[config.mk]
export PLATFORM = sky130hd
export DESIGN_NAME = sync_serial_master
export DESIGN_NICKNAME = d
export VERILOG_FILES = /design/src/rtl/ssm_pkg.sv /design/src/rtl/ssm_fifo.sv /design/src/rtl/ssm_rate_gen.sv /design/src/rtl/ssm_shift_engine.sv /design/src/rtl/sync_serial_master.sv
export SDC_FILE = /design/constraint.sdc
export NUM_CORES = 1
export LEC_CHECK = 0
export ABC_CLOCK_PERIOD_IN_PS = 5650
export BUFFER_PORTS_ARGS = -buffer_cell sky130_fd_sc_hd__buf_2
export CAP_MARGIN = 20
export CORE_UTILIZATION = 59
export CTS_CLUSTER_SIZE = 24
export DETAILED_ROUTE_END_ITERATION = 8
export GPL_TIMING_DRIVEN = 1
export PLACE_DENSITY = 0.77
export SKIP_CTS_REPAIR_TIMING = 1
export SYNTH_ARGS = -nofsm -noshare
export SYNTH_HDL_FRONTEND = slang
export SYNTH_SLANG_ARGS = --single-unit
[constraint.sdc]
create_clock -name clk -period 5.65 [get_ports clk]
set_input_delay 0.2825 -clock clk [delete_from_list [all_inputs] [get_ports clk]]
set_output_delay 0.2825 -clock clk [all_outputs]
set_load 0.1 [all_outputs]
[src/rtl/ssm_pkg.sv]
package ssm_pkg;
  typedef enum logic {
    FMT_SPI = 1'b0,
    FMT_SSI = 1'b1
  } fmt_e;
endpackage

[src/rtl/ssm_fifo.sv]
module ssm_fifo #(
  parameter int W     = 16,
  parameter int DEPTH = 8
) (
  input  logic                     clk,
  input  logic                     rst,
  input  logic                     wr_en,
  input  logic [W-1:0]             wr_data,
  input  logic                     rd_en,
  output logic [W-1:0]             rd_data,
  output logic [$clog2(DEPTH):0]   count
);
  localparam int AW = $clog2(DEPTH);

  logic [W-1:0]  mem [DEPTH];
  logic [AW-1:0] wp_q, rp_q;
  logic [AW:0]   cnt_q;
  logic          empty, full, do_wr, do_rd;

  assign empty = (cnt_q == '0);
  assign full  = (cnt_q == (AW+1)'(DEPTH));
  assign do_wr = wr_en && !full;
  assign do_rd = rd_en && !empty;

  // storage: write port only, no reset, so RAM can be inferred
  always_ff @(posedge clk) begin
    if (do_wr) mem[wp_q] <= wr_data;
  end

  assign rd_data = mem[rp_q];
  assign count   = cnt_q;

  always_ff @(posedge clk) begin
    if (rst) begin
      wp_q  <= '0;
      rp_q  <= '0;
      cnt_q <= '0;
    end else begin
      if (do_wr) wp_q <= wp_q + 1'b1;
      if (do_rd) rp_q <= rp_q + 1'b1;
      cnt_q <= cnt_q + {{AW{1'b0}}, do_wr} - {{AW{1'b0}}, do_rd};
    end
  end

  AST_NO_OVERFLOW: assert property (@(posedge clk) disable iff (rst)
    cnt_q <= (AW+1)'(DEPTH));
  AST_NO_UNDERFLOW: assert property (@(posedge clk) disable iff (rst)
    (empty && !wr_en) |=> (cnt_q == '0));
endmodule

[src/rtl/ssm_rate_gen.sv]
module ssm_rate_gen #(
  parameter int PW = 8,
  parameter int DW = 8
) (
  input  logic          clk,
  input  logic          rst,
  input  logic          run,
  input  logic [PW-1:0] half_pre,   // prescale / 2
  input  logic [DW-1:0] divider,
  output logic          tick        // one pulse per half bit period
);
  logic [PW-1:0] pre_lim;
  logic [PW-1:0] pre_cnt_q;
  logic [DW-1:0] div_cnt_q;
  logic          pre_wrap;

  // a prescale of zero behaves as two
  assign pre_lim  = (half_pre == '0) ? '0 : half_pre - 1'b1;
  assign pre_wrap = (pre_cnt_q == pre_lim);
  assign tick     = run && pre_wrap && (div_cnt_q == divider);

  always_ff @(posedge clk) begin
    if (rst || !run) begin
      pre_cnt_q <= '0;
      div_cnt_q <= '0;
    end else if (pre_wrap) begin
      pre_cnt_q <= '0;
      div_cnt_q <= (div_cnt_q == divider) ? '0 : div_cnt_q + 1'b1;
    end else begin
      pre_cnt_q <= pre_cnt_q + 1'b1;
    end
  end

  AST_PRE_RANGE: assert property (@(posedge clk) disable iff (rst)
    run |-> (pre_cnt_q <= pre_lim));
  AST_DIV_RANGE: assert property (@(posedge clk) disable iff (rst)
    run |-> (div_cnt_q <= divider));
endmodule

[src/rtl/ssm_shift_engine.sv]
module ssm_shift_engine
  import ssm_pkg::*;
#(
  parameter int DATA_W = 16,
  parameter int WW     = 4
) (
  input  logic              clk,
  input  logic              rst,
  input  fmt_e              fmt,
  input  logic [WW-1:0]     width_m1,
  input  logic              tick,
  input  logic              tx_avail,
  input  logic [DATA_W-1:0] tx_word,
  input  logic              sdi,
  output logic              load,
  output logic              rx_push,
  output logic [DATA_W-1:0] rx_word,
  output logic              active,
  output logic              sclk,
  output logic              frame_sel,
  output logic              sdo
);
  localparam int HW = $clog2(2*DATA_W+2);

  logic              active_q, sclk_q, sel_q, sdo_q;
  logic [HW-1:0]     half_q, nbits, last_half, next_half;
  logic [DATA_W-1:0] sh_q, rx_q, aligned;
  logic [WW-1:0]     sh_amt;
  logic              is_ssi, frame_end;

  assign is_ssi  = (fmt == FMT_SSI);
  assign sh_amt  = WW'(DATA_W-1) - width_m1;
  assign aligned = tx_word << sh_amt;

  always_comb begin
    nbits     = HW'(width_m1) + HW'(1);
    last_half = is_ssi ? (nbits << 1) + HW'(1) : (nbits << 1) - HW'(1);
    next_half = half_q + HW'(1);
  end

  assign frame_end = active_q && tick && (half_q == last_half);
  assign load      = tx_avail && (!active_q || frame_end);
  assign rx_push   = frame_end;
  assign rx_word   = rx_q;
  assign active    = active_q;
  assign sclk      = sclk_q;
  assign frame_sel = sel_q;
  assign sdo       = sdo_q;

  always_ff @(posedge clk) begin
    if (rst) begin
      active_q <= 1'b0;
      half_q   <= '0;
      sh_q     <= '0;
      rx_q     <= '0;
      sclk_q   <= 1'b0;
      sel_q    <= 1'b1;
      sdo_q    <= 1'b0;
    end else if (load) begin
      active_q <= 1'b1;
      half_q   <= '0;
      rx_q     <= '0;
      if (is_ssi) begin
        sclk_q <= 1'b1;          // sync bit: pulse high, clock rises
        sel_q  <= 1'b1;
        sdo_q  <= 1'b0;
        sh_q   <= aligned;
      end else begin
        sclk_q <= 1'b0;
        sel_q  <= 1'b0;
        sdo_q  <= aligned[DATA_W-1];
        sh_q   <= aligned << 1;
      end
    end else if (frame_end) begin
      active_q <= 1'b0;
      half_q   <= '0;
      sclk_q   <= 1'b0;
      sel_q    <= !is_ssi;
      sdo_q    <= 1'b0;
    end else if (active_q && tick) begin
      half_q <= next_half;
      if (is_ssi) begin
        if (next_half[0]) begin
          sclk_q <= 1'b0;
          if (next_half >= HW'(3)) rx_q <= {rx_q[DATA_W-2:0], sdi};
        end else begin
          sclk_q <= 1'b1;
          sel_q  <= 1'b0;
          sdo_q  <= sh_q[DATA_W-1];
          sh_q   <= sh_q << 1;
        end
      end else begin
        if (next_half[0]) begin
          sclk_q <= 1'b1;
          rx_q   <= {rx_q[DATA_W-2:0], sdi};
        end else begin
          sclk_q <= 1'b0;
          sdo_q  <= sh_q[DATA_W-1];
          sh_q   <= sh_q << 1;
        end
      end
    end else if (!active_q) begin
      sel_q  <= !is_ssi;
      sclk_q <= 1'b0;
      sdo_q  <= 1'b0;
    end
  end

  AST_SCLK_IDLE: assert property (@(posedge clk) disable iff (rst)
    (!active_q && !load) |=> !sclk_q);
  AST_SCLK_ON_TICK: assert property (@(posedge clk) disable iff (rst)
    (!tick && !load) |=> $stable(sclk_q));
  AST_SPI_SEL_LOW: assert property (@(posedge clk) disable iff (rst)
    (active_q && !is_ssi) |-> !sel_q);
  AST_HALF_RANGE: assert property (@(posedge clk) disable iff (rst)
    active_q |-> (half_q <= last_half));
endmodule

[src/rtl/sync_serial_master.sv]
module sync_serial_master
  import ssm_pkg::*;
#(
  parameter int DATA_W     = 16,
  parameter int FIFO_DEPTH = 8,
  parameter int IRQ_LEVEL  = 4,
  parameter int PRE_W      = 8,
  parameter int DIV_W      = 8
) (
  input  logic                        clk,
  input  logic                        rst,
  input  logic                        cfg_enable,
  input  logic                        cfg_fmt,
  input  logic [$clog2(DATA_W)-1:0]   cfg_width_m1,
  input  logic [PRE_W-1:0]            cfg_prescale,
  input  logic [DIV_W-1:0]            cfg_divider,
  input  logic                        tx_wr,
  input  logic [DATA_W-1:0]           tx_data,
  input  logic                        rx_rd,
  output logic [DATA_W-1:0]           rx_data,
  input  logic                        ovr_clr,
  output logic                        sclk,
  output logic                        frame_sel,
  output logic                        sdo,
  input  logic                        sdi,
  output logic                        st_tx_empty,
  output logic                        st_tx_not_full,
  output logic                        st_rx_not_empty,
  output logic                        st_rx_full,
  output logic                        st_busy,
  output logic                        st_overrun,
  output logic                        tx_irq
);
  localparam int WW = $clog2(DATA_W);
  localparam int CW = $clog2(FIFO_DEPTH) + 1;

  fmt_e              fmt_q;
  logic [WW-1:0]     width_q;
  logic [PRE_W-1:0]  half_pre_q;
  logic [DIV_W-1:0]  div_q;

  logic [CW-1:0]     tx_cnt, rx_cnt;
  logic [DATA_W-1:0] tx_head, rx_head, rx_word, rx_data_q;
  logic              load, rx_push, active, tick;
  logic              tx_empty, rx_empty, rx_full;
  logic              ovr_q, irq_q;

  // configuration capture: only while disabled and idle
  always_ff @(posedge clk) begin
    if (rst) begin
      fmt_q      <= FMT_SPI;
      width_q    <= WW'(7);
      half_pre_q <= PRE_W'(1);
      div_q      <= '0;
    end else if (!cfg_enable && !active) begin
      fmt_q      <= fmt_e'(cfg_fmt);
      width_q    <= (cfg_width_m1 < WW'(3)) ? WW'(3) : cfg_width_m1;
      half_pre_q <= cfg_prescale >> 1;
      div_q      <= cfg_divider;
    end
  end

  ssm_fifo #(.W(DATA_W), .DEPTH(FIFO_DEPTH)) i_tx_fifo (
    .clk     (clk),
    .rst     (rst),
    .wr_en   (tx_wr),
    .wr_data (tx_data),
    .rd_en   (load),
    .rd_data (tx_head),
    .count   (tx_cnt)
  );

  ssm_fifo #(.W(DATA_W), .DEPTH(FIFO_DEPTH)) i_rx_fifo (
    .clk     (clk),
    .rst     (rst),
    .wr_en   (rx_push && !rx_full),
    .wr_data (rx_word),
    .rd_en   (rx_rd),
    .rd_data (rx_head),
    .count   (rx_cnt)
  );

  assign tx_empty = (tx_cnt == '0);
  assign rx_empty = (rx_cnt == '0);
  assign rx_full  = (rx_cnt == CW'(FIFO_DEPTH));

  ssm_rate_gen #(.PW(PRE_W), .DW(DIV_W)) i_rate (
    .clk      (clk),
    .rst      (rst),
    .run      (active),
    .half_pre (half_pre_q),
    .divider  (div_q),
    .tick     (tick)
  );

  ssm_shift_engine #(.DATA_W(DATA_W), .WW(WW)) i_shift (
    .clk       (clk),
    .rst       (rst),
    .fmt       (fmt_q),
    .width_m1  (width_q),
    .tick      (tick),
    .tx_avail  (cfg_enable && !tx_empty),
    .tx_word   (tx_head),
    .sdi       (sdi),
    .load      (load),
    .rx_push   (rx_push),
    .rx_word   (rx_word),
    .active    (active),
    .sclk      (sclk),
    .frame_sel (frame_sel),
    .sdo       (sdo)
  );

  always_ff @(posedge clk) begin
    if (rst) begin
      rx_data_q <= '0;
      ovr_q     <= 1'b0;
      irq_q     <= 1'b0;
    end else begin
      if (rx_rd && !rx_empty) rx_data_q <= rx_head;
      if (rx_push && rx_full) ovr_q <= 1'b1;
      else if (ovr_clr)       ovr_q <= 1'b0;
      irq_q <= cfg_enable && (tx_cnt <= CW'(IRQ_LEVEL));
    end
  end

  assign rx_data         = rx_data_q;
  assign st_tx_empty     = tx_empty;
  assign st_tx_not_full  = (tx_cnt != CW'(FIFO_DEPTH));
  assign st_rx_not_empty = !rx_empty;
  assign st_rx_full      = rx_full;
  assign st_busy         = active;
  assign st_overrun      = ovr_q;
  assign tx_irq          = irq_q;

  AST_CFG_FROZEN: assert property (@(posedge clk) disable iff (rst)
    cfg_enable |=> ($stable(width_q) && $stable(fmt_q) && $stable(div_q)));
  AST_OVR_STICKY: assert property (@(posedge clk) disable iff (rst)
    (ovr_q && !ovr_clr) |=> ovr_q);
  AST_IRQ_OFF: assert property (@(posedge clk) disable iff (rst)
    !cfg_enable |=> !irq_q);
  AST_NO_START_DISABLED: assert property (@(posedge clk) disable iff (rst)
    (!cfg_enable && !active) |=> !active);
endmodule

Word-level counts from Yosys, hierarchy flattened

Memory sizes are Yosys's and may differ from the RTL's. A register that Yosys moved wholly into a read port is not among the register bits.
Index checks and enable logic that the tools add are counted.

Register bits after elaboration: 100
RAM bits: 256
Memories: 2
Input port bits: 44

Bitwise logic cells: 1
Mux-type cells: 42
Equal/unequal tests: 12
Shift operators: 1
Add/subtract/negate cells: 16
Order comparisons: 3
Reductions and logical operators: 36

Memory list:

| memory        | depth | bits a word | read ports | clocked after Yosys merged registers in | write ports | line           | source |
|---|---|---|---|---|---|---|---|
| i_rx_fifo.mem | 8     | 16          | 1          | 1                                       | 1           | ssm_fifo.sv:15 | `logic [W-1:0] mem [DEPTH];` |
| i_tx_fifo.mem | 8     | 16          | 1          | 1                                       | 1           | ssm_fifo.sv:15 |  |

Operators with widths:

| kind                                                 | count |
|---|---|
| 2-to-1 mux 16 bit                                    | 9 |
| 2-to-1 mux 1 bit                                     | 27 |
| adder 8 x 1 -> 8 bit (second input constant)         | 2 |
| equality test 8 bit                                  | 2 |
| 2-to-1 mux 8 bit                                     | 2 |
| left shift 16 x 4 -> 16 bit                          | 1 |
| logical AND 1 bit                                    | 14 |
| adder 3 x 1 -> 3 bit (second input constant)         | 4 |
| adder 6 x 1 -> 6 bit (second input constant)         | 2 |
| != test 4 bit (second input constant)                | 3 |
| adder 4 x 1 -> 4 bit                                 | 2 |
| equality test 4 bit (second input constant)          | 2 |
| zero test 4 bit                                      | 2 |
| zero test 8 bit                                      | 1 |
| subtractor 4 x 1 -> 4 bit                            | 2 |
| subtractor 7 x 1 -> 8 bit (second input constant)    | 1 |
| zero test 1 bit                                      | 7 |
| equality test 6 bit                                  | 1 |
| >= comparator 6 x 2 -> 1 bit (second input constant) | 1 |
| 2-to-1 mux 3 bit                                     | 2 |
| 2-to-1 mux 6 bit                                     | 1 |
| AND reduction 3 bit                                  | 2 |
| nonzero test 2 bit                                   | 3 |
| subtractor 6 x 1 -> 6 bit (second input constant)    | 1 |
| other kinds (14)                                     | 17 |

Logic depth before layout (Yosys ltp)

Gate-level depths: netlist (run 1).

Depth in word-level cells: 12
Depth in mapped cells: 21
Depth with buffers taken out: 17

Cells and area by module

A second synthesis (run 1) with hierarchy kept.

Cell total of the unflattened synthesis: 1,208
Area total of the unflattened synthesis: 16,872.4 um2

By module, submodules not included:

| module             | instances | sequential area each (um2) | area each (um2) | cells an instance |
|---|---|---|---|---|
| ssm_fifo           | 2         | 4,103.9                    | 5,609.1         | 266 |
| ssm_shift_engine   | 1         | 840.8                      | 2,957.8         | 343 |
| sync_serial_master | 1         | 760.7                      | 1,443.9         | 175 |
| ssm_rate_gen       | 1         | 320.3                      | 1,252.5         | 158 |

Worst setup path before layout (run 1)

OpenSTA, ideal clock, no wires.

Kind: reg-to-reg
From: register half_pre_q[0]
To: memory i_rx_fifo.mem[0][0] (enable)
Data arrival time: 3.805 ns
Required time: 5.241 ns
Clock period less this slack: 4.214 ns
Setup time: 0.409 ns
Path slack: 1.436 ns
Buffers on the path: 2
Stages on the path, launching flop included: 13
Cells stage by stage: dfxtp_1 > buf_6 > inv_1 > ha_1 > clkbuf_1 > nor3_1 > a2111oi_0 > o31ai_1 > a2111oi_2 > o21ba_2 > nand3_1 > or3_1 > nor3_1

Cells in the longest elaborated chain, start to end: 11
Elaborated cells on any way between the ends: 12

Ends and longest elaborated chain:

| element                                                             | line                     | source |
|---|---|---|
| start, declared                                                     | sync_serial_master.sv:39 | `logic [PRE_W-1:0] half_pre_q;` |
| start signal, assigned                                              | sync_serial_master.sv:58 | `half_pre_q <= cfg_prescale >> 1;` |
| subtractor 7 x 1 -> 8 bit / zero test 8 bit (equally long branches) | ssm_rate_gen.sv:18       | `assign pre_lim = (half_pre == '0) ? '0 : half_pre - 1'b1;` |
| 2-to-1 mux 8 bit *                                                  | ssm_rate_gen.sv:18       |  |
| equality test 8 bit *                                               | ssm_rate_gen.sv:19       | `assign pre_wrap = (pre_cnt_q == pre_lim);` |
| logical AND 1 bit * (2 in a row)                                    | ssm_rate_gen.sv:20       | `assign tick = run && pre_wrap && (div_cnt_q == divider);` |
| logical AND 1 bit * (2 in a row)                                    | ssm_shift_engine.sv:41   | `assign frame_end = active_q && tick && (half_q == last_half);` |
| logical AND 1 bit *                                                 | sync_serial_master.sv:76 | `.wr_en (rx_push && !rx_full),` |
| logical AND 1 bit *                                                 | ssm_fifo.sv:22           | `assign do_wr = wr_en && !full;` |
| 2-to-1 mux 1 bit *                                                  | ssm_fifo.sv:27           | `if (do_wr) mem[wp_q] <= wr_data;` |
| 2-to-1 mux 1 bit (implied by the code) *                            | ssm_fifo.sv:27           |  |
| end, declared                                                       | ssm_fifo.sv:15           |  |

Mark *: on every way between the ends. The rest lies on a longest branch, timed or not.

Final worst setup path (run 1)

From: register half_pre_q[0]
To: register i_tx_fifo.cnt_q[3], in the netlist i_tx_fifo.count[3]

Cells in the longest elaborated chain, start to end: 11
Elaborated cells on any way between the ends: 12

Ends and longest elaborated chain:

| element                                                             | line                   | source |
|---|---|---|
| subtractor 7 x 1 -> 8 bit / zero test 8 bit (equally long branches) | ssm_rate_gen.sv:18     |  |
| 2-to-1 mux 8 bit *                                                  | ssm_rate_gen.sv:18     |  |
| equality test 8 bit *                                               | ssm_rate_gen.sv:19     |  |
| logical AND 1 bit * (2 in a row)                                    | ssm_rate_gen.sv:20     |  |
| logical AND 1 bit * (2 in a row)                                    | ssm_shift_engine.sv:41 |  |
| logical OR 1 bit *                                                  | ssm_shift_engine.sv:42 | `assign load = tx_avail && (!active_q \|\| frame_end);` |
| logical AND 1 bit *                                                 | ssm_shift_engine.sv:42 |  |
| logical AND 1 bit *                                                 | ssm_fifo.sv:23         | `assign do_rd = rd_en && !empty;` |
| via i_tx_fifo.do_rd                                                 | ssm_fifo.sv:18         | `logic empty, full, do_wr, do_rd;` |
| subtractor 4 x 1 -> 4 bit *                                         | ssm_fifo.sv:41         | `cnt_q <= cnt_q + {{AW{1'b0}}, do_wr} - {{AW{1'b0}}, do_rd};` |
| end signal, assigned                                                | ssm_fifo.sv:41         |  |
| end, declared                                                       | ssm_fifo.sv:17         | `logic [AW:0] cnt_q;` |

The timed path passes the listed nets; every way through them passes the cells marked *.
A chain may end at the register's enable or synchronous reset.

==> results of run 1 <==
## synthesized netlist by cell type, types with 9 or more instances
cell / n
xnor2_1: 22
xor2_1: 20
buf_1: 12
nand2b_1: 14
nor4_1: 9
a21oi_1: 53
mux4_2: 65
nor2_1: 97
inv_1: 33
mux2i_1: 68
nand2_1: 85
o31ai_1: 9
dfxtp_1: 119
nor2_2: 10
edfxtp_1: 256
nor2b_1: 9
clkbuf_1: 48
a211oi_1: 27
nor3_1: 18
or3_1: 9
ha_1: 23
nand3_1: 17
o22ai_1: 10
mux2_2: 13
o21ai_0: 20
## worst max path at each step
stage / start / to / slack (ns)
global route: half_pre_q[0] / i_tx_fifo.count[3] / 1.04
finish: half_pre_q[0] / i_tx_fifo.count[3] / 1.30
detailed placement: half_pre_q[0] / i_tx_fifo.count[3] / 1.33
CTS: half_pre_q[0] / i_tx_fifo.count[3] / 1.30
global placement: half_pre_q[0] / i_tx_fifo.count[3] / 1.47
floorplan: half_pre_q[0] / i_rx_fifo.mem[0][0] / 1.44
## layout make-up
class / count / area share
Clock buffer: 52 / 0.0573
Clock inverter: 20 / 0.00951
Tap cell: 341 / 0.0232
Sequential cell: 375 / 0.547
Inverter: 34 / 0.00693
Timing Repair Buffer: 119 / 0.0417
Multi-Input combinational cell: 702 / 0.315
## placed cells by master, fill, tap and decap left out, types with 4 or more instances in the layout
master / instances
edfxtp_1: 256
dfxtp_1: 117
nor2_1: 97
nand2_1: 85
mux2i_1: 68
buf_2: 68
mux4_2: 65
a21oi_1: 53
clkbuf_16: 40
buf_4: 35
inv_1: 33
a211oi_1: 27
ha_1: 23
xnor2_1: 22
xor2_1: 20
o21ai_0: 20
nand3_1: 17
dlygate4sd3_1: 15
nand2b_1: 14
nor3_1: 14
mux2_2: 13
clkbuf_1: 11
o22ai_1: 10
nor2_2: 10
nor4_1: 9
nor2b_1: 9
or3_1: 9
o31ai_1: 9
clkinv_2: 9
and2_1: 8
and3_1: 8
clkinv_1: 7
or2_2: 5
nand4_1: 5
o211ai_1: 5
a311oi_1: 4
nor3_2: 4
a22o_1: 4
a211o_1: 4
## per-layer routing
metal | global-route usage | wire length, µm | vias to the layer above
met3 | 0.0357 | 1760 | 68
met2 | 0.394 | 16100 | 300
li1 | - | - | 4665
met4 | 0.0866 | 892 | 4
met1 | 0.316 | 14000 | 4905
met5 | 0 | 21 | -
## tightest hold or removal path: cells and delay by family
family | cells | cell delay (ns)
AO/OA/AOI/OAI | 1 | 0.05
AND/OR/NAND/NOR | 1 | 0.05
buffers and inverters | 1 | 0.10
## power by group
| part | switching (mW) | internal [mW] |
|---|---|---|
| combinational | 1.36 | 0.738 |
| clock | 1.04 | 1.38 |
| sequential | 0.128 | 3.10 |
## registers in the layout, summed over array words and instances (netlist names), 3 cells and up, named ones only
signal            count
div_q                 8
half_pre_q            7
i_rate.div_cnt_q      8
i_rate.pre_cnt_q      8
i_rx_fifo.count       4
i_rx_fifo.mem       128
i_rx_fifo.rp_q        3
i_rx_fifo.wp_q        3
i_shift.half_q        6
i_shift.rx_word      16
i_shift.sh_q         16
i_tx_fifo.count       4
i_tx_fifo.mem       128
i_tx_fifo.rp_q        3
i_tx_fifo.wp_q        3
rx_data              16
width_q               4
## logic make-up (layout without fill, tap and decap cells)
logic type	after synthesis	after routing	synth area share
xor+xnor	44	44	0.0253
buf+inv	108	225	0.0278
fa+ha+maj	25	25	0.0201
mux	147	147	0.141
simple gates	304	304	0.0888
compound gates	182	182	0.0788
flops	375	375	0.618
==> impl_metrics.yaml, run 1 <==
synthesis:
  synth_area_leaders: "edfxtp_1, dfxtp_1, mux4_2"
  synth_seq_area_share: 0.618
  ys_ff_latch: 375
  yosys.area.top_type: "edfxtp_1"
  ys_warn_count: 0
  netlist_instances: 1185
  synthArstFlopShare: 0
  synth_edf_count: 256
  synth_fp_nets: 1254
  yosysTopAreaCellShare: 0.472
  ys.flop_type: "edfxtp_1"
  ys_types: 73
  syn_avg_cell_area_um2: 13.8
  syn_area_mm2: 0.0163
worst_setup_path:
  r2r_slack_ns: 1.30
  cp_slowest_stage_delay_ns: 0.48
  path_max_fanout: 20
  start_kind: "register"
  r2r-start: "half_pre_q[0]"
  critPathArrivalTime_ns: 4.75
  worstSetupPathDepth: 17
  crit_buf_inv: 4
  crit_chain: "inv_1 > ha_1 > a2111oi_0 > o31ai_1 > a2111oi_2 > o211ai_4 > o31ai_2 > buf_4 > nand2_1 > inv_1 > ha_1 > inv_1 > ha_1 > a21o_1 > a21oi_1 > xnor2_1 > nor2_1"
  slowest_stage: "a2111oi_2"
  worst-setup-path-type: "register to register"
  crit_path_end_kind: "register"
  rr_worst_depth: 17
  crit_family: "compound AO/OA/AOI/OAI gates"
  required_ns: 6.04
  r2r-end: "i_tx_fifo.count[3]"
clocking:
  htree_levels: 2
  clkSlewWorstSetupHoldPaths_ns: 0.06
  cts_sinks: 375
  cts_inserted_buffers: 40
  clock-root-buffer: "clkbuf_16"
  clk_latency_ns: 0.55
  cts_tree: "yes"
  cts_buffer_depth: 3
timing:
  finalHoldViolations: 0
  worstMarginPinSlew_ns: 0.969
  setup_viol: 0
  setup_ws_ns: 1.30
  relSlewSlack: 0.351
  skew_ns: 0.0205
  holdWs_ns: 0.00104
  max_freq_mhz: 230
  drv_slew: 0
  fin_crit_sh: 0.770
  period_needed_ns: 4.35
  fin_setup_tns_ns: 0
  rsz0062_at_grt: "false"
route:
  post_drt_wl_per_cell_um: 19.9
  firstDrtPassIters: 5
  drc: 0
  drt_iter0_drc: 850
  ant_nets: 0
  routed_wl_mm: 32.8
  vias: 9942
  post_drt_via_cell_ratio: 6.05
pwr:
  p_per_area_mw_per_mm2: 421
  finalPower_mw: 7.75
  p_leak_nw: 6.32
  ir_worst_vdd_mv: 0.245
die:
  ios: 70
  die_x_um: 168
  start_util: 0.603
  coreArea_mm2: 0.0270
  die_y_um: 168
  rows: 60
  die-area_mm2: 0.0283
global_routing:
  grt_overflow: 0
  grt_max_degree: 68
  grt_pass1_wl_mm: 51.5
  antenna_found_initial: 2
  grt_usage: 0.236
  grt_pass1_vias: 9763
finish:
  seq_area_mm2: 0.0101
  drive_above_1_share: 0.211
  layout.nets: 1341
  n_antenna_cell: 0
  multi_input_area_mm2: 0.00580
  n_fill_cell: 1808
  fin_util: 0.682
  fin_area_mm2: 0.0184
  area_growth_syn_to_layout_pct: 13.1
  fin_cells: 1643
placed_design:
  hpwl_mm: 20.1
  gp_congestion: 0.890
  placed_cell_area_mm2: 0.0170
  pre_cts_ws_ns: 1.33
  dp_cells: 1556
  io_buffers: 68
hold_path:
  hp-start: "cfg_prescale[3]"
  hold_class: "input pin to register"
  min_to: "half_pre_q[2]"
  hold_depth: 3
flow_run:
  max_cap_violations: 0
outcome:
  status: "finished, final reports clean"
No activity file was read; power rests on OpenSTA's default activity.
==> inputs of run 2 (changes only) <==
ABC_CLOCK_PERIOD_IN_PS = 4500   (was 5650)
clock period = 4.5 ns   (was 5.65 ns; I/O delays follow)
==> impl_metrics.yaml, run 2 (same netlist as run 1, synthesis figures left out) <==
worst_setup_path:
  start_kind: "register"
  crit_path_end_kind: "register"
  cp_slowest_stage_delay_ns: 0.48
  r2r-end: "i_tx_fifo.count[1]"
  r2r_slack_ns: 0.53
  slowest_stage: "dfxtp_1"
  r2r-start: "half_pre_q[0]"
  crit_buf_inv: 3
  crit_chain: "inv_1 > ha_1 > a2111oi_0 > o31ai_1 > a2111oi_2 > o211ai_4 > o31ai_2 > nand2_1 > inv_1 > ha_1 > inv_1 > ha_1 > fa_1 > nor2b_1"
  crit_family: "compound AO/OA/AOI/OAI gates"
  required_ns: 4.89
  path_max_fanout: 11
  critPathArrivalTime_ns: 4.35
  rr_worst_depth: 14
  worst-setup-path-type: "register to register"
timing:
  fin_crit_sh: 0.882
  finalHoldViolations: 0
  relSlewSlack: 0.390
  max_freq_mhz: 252
  setup_viol: 0
  worstMarginPinSlew_ns: 0.911
  skew_ns: 0.0225
  fin_setup_tns_ns: 0
  rsz0062_at_grt: "false"
  drv_slew: 0
  period_needed_ns: 3.97
pwr:
  ir_worst_vdd_mv: 0.362
  pwr-share-comb: 0.267
  p_per_area_mw_per_mm2: 532
  pwr-share-seq: 0.412
  p_sw_frac: 0.321
  pwr-share-clk: 0.322
  p_int_mw: 6.76
  switching_power_mw: 3.20
  finalPower_mw: 9.96
  p_leak_nw: 6.45
clocking:
  clk_latency_ns: 0.54
  clock-root-buffer: "clkbuf_16"
  cts_buffer_depth: 3
  cts_inserted_buffers: 39
  htree_levels: 2
  cts_tree: "yes"
  cts_sinks: 375
  clkSlewWorstSetupHoldPaths_ns: 0.06
outcome:
  status: "finished, final reports clean"
global_routing:
  antenna_found_initial: 1
  grt_pass1_wl_mm: 53.1
  grt_overflow: 0
  grt_max_degree: 66
  grt_usage: 0.243
  grt_pass1_vias: 9783
finish:
  seq_area_mm2: 0.0101
  final_common_cell: "edfxtp_1"
  multi_input_area_mm2: 0.00580
  fin_area_mm2: 0.0187
  final_cell_mix: "edfxtp_1, dfxtp_1, nor2_1"
  reg_top3: "i_rx_fifo.mem x128, i_tx_fifo.mem x128"
  fin_util: 0.694
  layout.nets: 1367
  drive_above_1_share: 0.209
  n_fill_cell: 1763
  area_growth_syn_to_layout_pct: 15.0
route:
  vias: 10200
  ant_nets: 0
  firstDrtPassIters: 5
  routed_wl_mm: 34.2
  post_drt_via_cell_ratio: 6.10
  drt_iter0_drc: 1151
  post_drt_wl_per_cell_um: 20.4
  drc: 0
die:
  ios: 70
  start_util: 0.603
  die_y_um: 168
  die_x_um: 168
  die-area_mm2: 0.0283
  coreArea_mm2: 0.0270
  rows: 60
hold_path:
  min_to: "tx_irq"
  hold_class: "input pin to register"
  hp-start: "cfg_enable"
  hold_depth: 2
flow_run:
  max_cap_violations: 0
placed_design:
  io_buffers: 68
  gp_congestion: 0.906
  hpwl_mm: 20.5
  placed_cell_area_mm2: 0.0171
-- run 2: cell count changes in the layout (fill, tap and decap cells not counted), sizes merged --
cell,delta
dlygate4sd3,+23
clkinv,-7
buf,+4
clkbuf,+4
bufinv,+3
clkinvlp,+1
diode,+1
inv,-1
-- run 2: layout make-up --
class / instances / area share
Multi-Input combinational cell: 702 / 0.309
Sequential cell: 375 / 0.537
Inverter: 34 / 0.00681
Clock inverter: 16 / 0.0115
Antenna cell: 1 / 0.000134
Clock buffer: 56 / 0.0576
Timing Repair Buffer: 146 / 0.0545
Tap cell: 341 / 0.0228
-- run 2: metrics by stage --
| step | hold WS [ns] | cells | setup slack [ns] |
|---|---|---|---|
| finish | 0.0218 | 1671 | 0.532 |
| global route | 0.0120 | 1671 | 0.162 |
| CTS | -0.130 | 1632 | 0.550 |
| detailed placement | 0.421 | 1560 | 0.578 |
| global placement | 0.412 | 1560 | 0.676 |
| floorplan | 0.324 | 1185 | 0.286 |
-- run 2: power groups by stage --
stage / Sequential, mW / Combinational, mW / Clock (mW)
after global routing: 4.14 / 2.85 / 3.39
final: 4.10 / 2.66 / 3.20
after floorplan: 4.48 / 1.74 / 0
after global placement: 4.16 / 2.55 / 0
after detailed placement: 4.17 / 2.61 / 0
after CTS: 4.10 / 2.63 / 3.24
-- run 2: worst max-delay path by stage --
stage / to / slack (ns) / cells past startpoint / from
2_1_floorplan: i_rx_fifo.mem[0][0] / 0.29 / 12 / half_pre_q[0]
3_3_place_gp: i_tx_fifo.count[1] / 0.68 / 14 / half_pre_q[0]
5_1_grt: i_tx_fifo.count[1] / 0.16 / 14 / half_pre_q[0]
3_5_place_dp: i_tx_fifo.count[1] / 0.58 / 14 / half_pre_q[0]
6_report: i_tx_fifo.count[1] / 0.53 / 14 / half_pre_q[0]
4_1_cts: i_tx_fifo.count[1] / 0.55 / 14 / half_pre_q[0]
-- run 2: worst reg2reg max path, stage by stage, from the launching register on --
cell       delay [ns]
dfxtp_1          0.48
inv_1            0.10
ha_1             0.35
a2111oi_0        0.47
o31ai_1          0.15
a2111oi_2        0.48
o211ai_4         0.15
o31ai_2          0.22
nand2_1          0.28
inv_1            0.14
ha_1             0.24
inv_1            0.06
ha_1             0.18
fa_1             0.42
nor2b_1          0.13
-- run 2: layer usage --
layer  vias up  track usage  share of wire
met5         -            0              0
met4         0       0.0767          0.021
met3        62       0.0369          0.057
met2       390        0.415           0.50
met1      5030        0.324           0.42
li1       4719            -              -
==> inputs of run 3 (changes only) <==
ABC_CLOCK_PERIOD_IN_PS = 3550   (was 4500)
CORE_UTILIZATION = 56   (was 59)
PLACE_DENSITY = 0.76   (was 0.77)
clock period = 3.55 ns   (was 4.5 ns; I/O delays follow)
==> impl_metrics.yaml, run 3 (same netlist as run 1, synthesis figures left out) <==
route:
  post_drt_wl_per_cell_um: 19.8
  ant_nets: 0
  drt_iter0_drc: 809
  firstDrtPassIters: 4
  post_drt_via_cell_ratio: 5.90
  vias: 10200
  routed_wl_mm: 34.2
  drc: 0
worst_setup_path:
  critPathArrivalTime_ns: 3.74
  cp_slowest_stage_delay_ns: 0.56
  crit_chain: "or4_4 > or3_1 > a2111oi_2 > a41o_2 > o211ai_4 > o31ai_4 > nand2_4 > inv_2 > ha_4 > inv_1 > ha_2 > fa_1 > nor2b_1"
  r2r_slack_ns: 0.21
  crit_family: "simple AND/OR/NAND/NOR gates"
  start_kind: "register"
  required_ns: 3.96
  crit_buf_inv: 2
  slowest_stage: "or4_4"
  worst-setup-path-type: "register to register"
  path_max_fanout: 3
  crit_path_end_kind: "register"
global_routing:
  grt_overflow: 0
  grt_pass1_vias: 9900
  grt_pass1_wl_mm: 54.2
  grt_max_degree: 39
  antenna_found_initial: 0
  grt_usage: 0.231
clocking:
  clk_latency_ns: 0.53
  cts_inserted_buffers: 39
  cts_buffer_depth: 3
  clkSlewWorstSetupHoldPaths_ns: 0.06
  htree_levels: 2
  cts_sinks: 375
  cts_tree: "yes"
  clock-root-buffer: "clkbuf_16"
finish:
  layout.nets: 1386
  n_antenna_cell: 0
  n_fill_cell: 1995
  fin_cells: 1730
  final_common_cell: "edfxtp_1"
  final_cell_mix: "edfxtp_1, dfxtp_1, nor2_1"
  area_growth_syn_to_layout_pct: 17.5
  drive_above_1_share: 0.232
  reg_top3: "i_rx_fifo.mem x128, i_tx_fifo.mem x128"
pwr:
  p_per_area_mw_per_mm2: 663
  pwr-share-clk: 0.315
  p_int_mw: 8.60
  pwr-share-comb: 0.277
  pwr-share-seq: 0.408
  p_leak_nw: 6.58
  finalPower_mw: 12.7
  switching_power_mw: 4.08
  ir_worst_vdd_mv: 0.455
  p_sw_frac: 0.322
timing:
  finalHoldViolations: 0
  drv_slew: 0
  setup_viol: 0
  fin_crit_sh: 0.940
  rsz0062_at_grt: "false"
  worstMarginPinSlew_ns: 0.671
  max_freq_mhz: 300
  skew_ns: 0.0251
  period_needed_ns: 3.34
  relSlewSlack: 0.552
flow_run:
  max_cap_violations: 0
placed_design:
  dp_cells: 1620
  gp_congestion: 0.902
  hpwl_mm: 21.0
  io_buffers: 68
hold_path:
  hold_class: "input pin to register"
die:
  die_x_um: 173
  die-area_mm2: 0.0298
  ios: 70
  rows: 62
  coreArea_mm2: 0.0287
  start_util: 0.568
  die_y_um: 173
outcome:
  status: "finished, final reports clean"
[run 3: power groups by stage]
stage | Sequential, mW | Clock, mW | Combinational, mW
after global placement | 5.25 | 0 | 3.36
final | 5.18 | 4.00 | 3.51
after detailed placement | 5.27 | 0 | 3.43
after global routing | 5.22 | 4.25 | 3.78
after CTS | 5.18 | 4.06 | 3.46
after floorplan | 5.68 | 0 | 2.26
[run 3: final cells by class]
class	count	area, µm²	share of cell area
clock inverters	17	188	0.00981
well taps	384	480	0.0251
multi-input cells	702	5890	0.308
repair buffers	165	1300	0.0679
inverters	34	128	0.00667
clock buffers	53	1080	0.0564
flip-flops and latches	375	10100	0.526
[run 3: worst register-to-register path: stages, from the launching register on]
cell       delay, ns
dfxtp_1         0.33
or4_4           0.56
or3_1           0.34
a2111oi_2       0.30
a41o_2          0.20
o211ai_4        0.11
o31ai_4         0.25
nand2_4         0.08
inv_2           0.09
ha_4            0.20
inv_1           0.05
ha_2            0.18
fa_1            0.40
nor2b_1         0.13
[run 3: per-layer routing]
metal,GRT usage,vias to the layer above,part of all wire
met5,0,-,0
met4,0.0592,0,0.021
met3,0.0343,63,0.053
met2,0.388,302,0.49
met1,0.317,5075,0.43
li1,-,4760,-
[run 3: worst paths after layout]
kind              cells after the start          start                 end
setup / recovery                     13  half_pre_q[0]  i_tx_fifo.count[1]
setup reg to reg                     13  half_pre_q[0]  i_tx_fifo.count[1]
hold / removal                        3            rst          width_q[0]
hold reg to reg                       2       div_q[4]            div_q[4]
[run 3: through the flow]
stage	TNS (ns)	area [µm²]	hold WS (ns)	worst slack, ns	utilization
5_1_grt	0	19100	0.253	0.0315	0.667
6_report	0	19100	0.247	0.214	0.667
4_1_cts	0	18700	-0.139	0.104	0.652
2_1_floorplan	-8.19	16400	0.276	-0.0918	-
3_3_place_gp	0	17400	0.392	0.147	0.607
3_5_place_dp	0	17500	0.394	0.108	0.608
